**config.mk**
```make
export PLATFORM = sky130hd
export DESIGN_NAME = pin_mux_port
export DESIGN_NICKNAME = d
export VERILOG_FILES = /design/src/rtl/pin_mux_port.sv
export SDC_FILE = /design/constraint.sdc
export NUM_CORES = 1
export LEC_CHECK = 0
export BUFFER_PORTS_ARGS = -buffer_cell sky130_fd_sc_hd__buf_2
export CORE_MARGIN = 2
export CORE_UTILIZATION = 50
export DETAILED_ROUTE_END_ITERATION = 12
export PLACE_DENSITY = 0.94
export SLEW_MARGIN = 20
export SYNTH_ARGS = -nofsm -noshare
export SYNTH_HDL_FRONTEND = slang
export SYNTH_SLANG_ARGS = --single-unit
```
**constraint.sdc**
```tcl
create_clock -name clk -period 2 [get_ports clk]
set_input_delay 0.2 -clock clk [delete_from_list [all_inputs] [get_ports clk]]
set_output_delay 0.2 -clock clk [all_outputs]
set_load 0.01 [all_outputs]
```
**src/rtl/pin_mux_port.sv**
```systemverilog
module pin_mux_port #(
  parameter int W      = 8,
  parameter int TX_PIN = 1,
  parameter int RX_PIN = 0
) (
  input  logic         clk,
  input  logic         rst_n,
  input  logic         bus_wr,
  input  logic [1:0]   bus_addr,
  input  logic [W-1:0] bus_wdata,
  output logic [W-1:0] bus_rdata,
  input  logic [W-1:0] pin_in,
  output logic [W-1:0] pin_out,
  output logic [W-1:0] pin_oe,
  input  logic [W-1:0] sync_out,
  input  logic [W-1:0] sync_oe,
  output logic [W-1:0] sync_in,
  input  logic         uart_tx,
  input  logic         uart_tx_en,
  output logic         uart_rx
);
  localparam logic [1:0]   A_DATA = 2'd0;
  localparam logic [1:0]   A_DIR  = 2'd1;
  localparam logic [1:0]   A_OWN  = 2'd2;
  localparam logic [W-1:0] TX_BIT = W'(1) << TX_PIN;
  localparam logic [W-1:0] RX_BIT = W'(1) << RX_PIN;
  localparam logic [W-1:0] OWN_OK = ~(TX_BIT | RX_BIT);

  logic [W-1:0] latch_q, dir_q, own_q, s1_q, s2_q;
  logic [W-1:0] tx_sel, gp_out, gp_oe;

  always_ff @(posedge clk or negedge rst_n) begin
    if (!rst_n) begin
      latch_q <= '0;
      dir_q   <= '0;
      own_q   <= '0;
    end else if (bus_wr) begin
      case (bus_addr)
        A_DATA:  latch_q <= bus_wdata;
        A_DIR:   dir_q   <= bus_wdata;
        A_OWN:   own_q   <= bus_wdata & OWN_OK;
        default: ;
      endcase
    end
  end

  always_ff @(posedge clk or negedge rst_n) begin
    if (!rst_n) begin
      s1_q <= '0;
      s2_q <= '0;
    end else begin
      s1_q <= pin_in;
      s2_q <= s1_q;
    end
  end

  assign tx_sel  = uart_tx_en ? TX_BIT : '0;
  assign gp_out  = (latch_q & ~tx_sel) | ({W{uart_tx}} & tx_sel);
  assign gp_oe   = dir_q | tx_sel;
  assign pin_out = (own_q & sync_out) | (~own_q & gp_out);
  assign pin_oe  = (own_q & sync_oe)  | (~own_q & gp_oe);
  assign sync_in = pin_in;
  assign uart_rx = pin_in[RX_PIN];

  always_comb begin
    case (bus_addr)
      A_DATA:  bus_rdata = s2_q;
      A_DIR:   bus_rdata = dir_q;
      A_OWN:   bus_rdata = own_q;
      default: bus_rdata = '0;
    endcase
  end

  logic [1:0] up_cnt;
  logic [W-1:0] gp_mask;
  always_ff @(posedge clk or negedge rst_n) begin
    if (!rst_n) up_cnt <= '0;
    else if (up_cnt != 2'd2) up_cnt <= up_cnt + 2'd1;
  end
  assign gp_mask = ~own_q & ~tx_sel;

  p_reset_clear_r1: assert property (@(posedge clk)
    !rst_n |=> (dir_q == '0 && own_q == '0 && latch_q == '0));

  p_dir_write_r2: assert property (@(posedge clk) disable iff (!rst_n)
    (bus_wr && bus_addr == A_DIR) |=>
      (((pin_oe ^ $past(bus_wdata)) & gp_mask) == '0));

  p_latch_drive_r3: assert property (@(posedge clk) disable iff (!rst_n)
    (bus_wr && bus_addr == A_DATA) |=>
      (((pin_out ^ $past(bus_wdata)) & pin_oe & gp_mask) == '0));

  p_read_lag_r4: assert property (@(posedge clk) disable iff (!rst_n)
    (up_cnt == 2'd2 && bus_addr == A_DATA) |-> bus_rdata == $past(pin_in, 2));

  p_spare_addr_r9: assert property (@(posedge clk) disable iff (!rst_n)
    (bus_wr && bus_addr == 2'd3) |=>
      ($stable(dir_q) && $stable(own_q) && $stable(latch_q)));
endmodule

```
==> flow_metrics.env <==
export IMPL_grt_pass1_wl_mm=4.59
export IMPL_firstDrtPassIters=4
export IMPL_busiest_layer="met2"
export IMPL_cts_resized=0
export IMPL_start_kind="primary input"
export IMPL_cts_setup_buffers=0
export IMPL_ys_seq_elements=38
export IMPL_wire_per_inst_um=15.1
export IMPL_clk_pin_slew_ns=0.11
export IMPL_start_util_pct=53.1
export IMPL_yosysWarnings=0
export IMPL_die_h_um=61.4
export IMPL_timing_critical_path_mode_cell="buf_2"
export IMPL_arrival_ns=1.30
export IMPL_met2_usage_pct=34.8
export IMPL_drc=0
export IMPL_h_tree_depth=2
export IMPL_hpwl_mm=2.38
export IMPL_synth_cell_types=11
export IMPL_syn_area_mm2=0.00165
export IMPL_finClkSkew_ns=0.00557
export IMPL_synth_area_per_cell_um2=15.3
export IMPL_n_antenna_cell=0
export IMPL_antenna_found_initial=0
export IMPL_swShare_pct=27.4
export IMPL_syn_inst=108
export IMPL_hold_class="primary input to flip-flop"
export IMPL_port_buffers=67
export IMPL_ir_drop_uv=455
export IMPL_cts_tree="yes"
export IMPL_end_kind="output pin"
export IMPL_p_total_mw=1.77
export IMPL_die_x_um=61.4
export IMPL_use_met3_pct=4.41
export IMPL_antenna_left=0
export IMPL_leakagePower_nw=1.01
export IMPL_track_usage_pct=17.9
export IMPL_fill_cells=241
export IMPL_hold_viol=0
export IMPL_path_class="primary input to output pin"
export IMPL_grt_setup_unrepaired="false"
export IMPL_design_die_area_mm2=0.00377
export IMPL_syn_num_nets=147
export IMPL_clock_latency_ns=0.34
export IMPL_viasPerCell=5.04
export IMPL_tightest_slew_ns=0.827
export IMPL_netSwitchingPower_mw=0.485
export IMPL_cts_root_buf="clkbuf_4"
export IMPL_combPwrFrac_pct=24.0
export IMPL_critical_path_required_ns=1.80
export IMPL_nets=216
export IMPL_synthToLayoutAreaGrowth_pct=26.2
export IMPL_drv_cap=0
export IMPL_seq_area_frac_synth_pct=57.7
export IMPL_grtUsageMet1_pct=17.2
export IMPL_clockBufferDepth=2
export IMPL_cts_buffers=5
export IMPL_drt_iter0_drc=22
export IMPL_grt_max_degree=39
export IMPL_cp_cell_sequence="buf_2 > nor2b_1 > o2bb2ai_1 > buf_2"
export IMPL_fin_crit_ns=1.50
export IMPL_crit_fanout=12
export IMPL_overflow=0
export IMPL_clock_power_share_pct=22.9
export IMPL_row_count=20
export IMPL_crit_slowest_cell="nor2b_1"
export IMPL_powerDensity_mw_per_mm2=849
export IMPL_drive_gt1_share_pct=63.5
export IMPL_vias=1119
export IMPL_fin_crit_sh_pct=74.8
export IMPL_grt_pass1_vias=1066
export IMPL_run_status="finished, final reports clean"
export IMPL_relSlewSlack_pct=44.9
export IMPL_wl_mm=3.36
export IMPL_fp_coreArea_mm2=0.00310
export IMPL_io_pins=72
export IMPL_cts_sinks=38
export IMPL_finalSetupTns_ns=0
export IMPL_fmax_mhz=668
export IMPL_p_int_mw=1.28
export IMPL_drv_slew=0
export IMPL_setup_violations_final=0
export IMPL_routabilityCongestion=0.640
export IMPL_sequentialPowerShare_pct=53.2
export IMPL_slowest_delay_ns=0.49
## synth_stat cells
master     count  area share [%]
or2_2          1            0.38
mux2_2        35              24
buf_6          1            0.68
dfrtp_1       38              58
mux2i_1        8             4.9
buf_4         13             5.9
nor2_1         2            0.46
nor2b_1        1            0.38
nor3b_4        1             1.1
o2bb2ai_1      6             3.2
nand3b_2       2             1.4
## power groups by stage
stage	Sequential, mW	Clock [mW]	Combinational [mW]
2_1_floorplan	0.931	0	0.280
5_1_grt	0.951	0.451	0.456
3_5_place_dp	0.956	0	0.414
4_1_cts	0.940	0.416	0.429
3_3_place_gp	0.942	0	0.399
6_report	0.939	0.404	0.423
## final timing paths
check	from	cells past startpoint	slack, ns	end
min in group asynchronous	rst_n	2	0.49	dir_q[5]
max reg2reg	own_q[4]	1	1.17	own_q[4]
min reg2reg	s1_q[3]	0	0.35	s2_q[3]
max	bus_addr[1]	4	0.50	bus_rdata[3]
max in group asynchronous	rst_n	2	0.99	own_q[6]
min	bus_wdata[1]	2	0.1	latch_q[1]
## layer usage
layer / share of wire (%) / wire [um] / up-vias
met1: 37 / 1250 / 559
met2: 56 / 1890 / 38
li1: - / - / 518
met5: 0 / 0 / -
met4: 1.2 / 39 / 0
met3: 5.4 / 180 / 4
## state kept, by name, summed over array words and instances, names as in the netlist
| register | count |
|---|---|
| dir_q | 8 |
| latch_q | 8 |
| own_q | 6 |
| s1_q | 8 |
| s2_q | 8 |
## stage by stage
| step | cell area, um^2 | utilization (%) | cells | hold WS (ns) | setup slack (ns) |
|---|---|---|---|---|---|
| detailed placement | 1930 | 62.2 | 205 | 0.320 | 0.495 |
| global route | 2080 | 67.0 | 222 | 0.0731 | 0.433 |
| floorplan | 1650 | - | 108 | -0.0956 | 0.972 |
| CTS | 2080 | 67.0 | 222 | 0.0869 | 0.499 |
| global placement | 1930 | 62.2 | 205 | 0.315 | 0.515 |
| finish | 2080 | 67.0 | 222 | 0.0991 | 0.503 |
## layout make-up
cell class | count | area [um^2] | area share, %
Timing Repair Buffer | 76 | 425 | 20.5
Sequential cell | 38 | 951 | 45.7
Tap cell | 44 | 55.1 | 2.65
Clock buffer | 7 | 55.1 | 2.65
Clock inverter | 1 | 5.00 | 0.241
Multi-Input combinational cell | 56 | 588 | 28.3
## logic make-up after synthesis
| kind of cell | Yosys count | share of synthesized area, % |
|---|---|---|
| multiplexers | 43 | 28.8 |
| flip-flops | 38 | 57.7 |
| buffers and inverters | 14 | 6.61 |
| AND/OR/NAND/NOR | 7 | 3.72 |
| AO/OA/AOI/OAI | 6 | 3.19 |
## placed cells by master (no fill, tap or decap)
master	n
dlygate4sd3_1	9
nor2_1	2
mux2i_1	8
dfrtp_1	38
clkinv_2	1
clkbuf_8	1
nand3b_2	2
buf_2	67
clkbuf_1	1
nor2b_1	1
nor3b_4	1
clkbuf_4	5
o2bb2ai_1	6
or2_2	1
mux2_2	35
## what timing repair did
action,4_1_cts,5_1_grt
endpoints found under the setup margin,0,0
hold endpoints to repair,46,0
hold buffers,9,0
## critical path, delay by kind of cell
family,cells,cell delay (ns)
and+or+nand+nor,1,0.49
buffers and inverters,2,0.41
AOI/OAI and AO/OA,1,0.19
(Power assumes the default switching activity.)
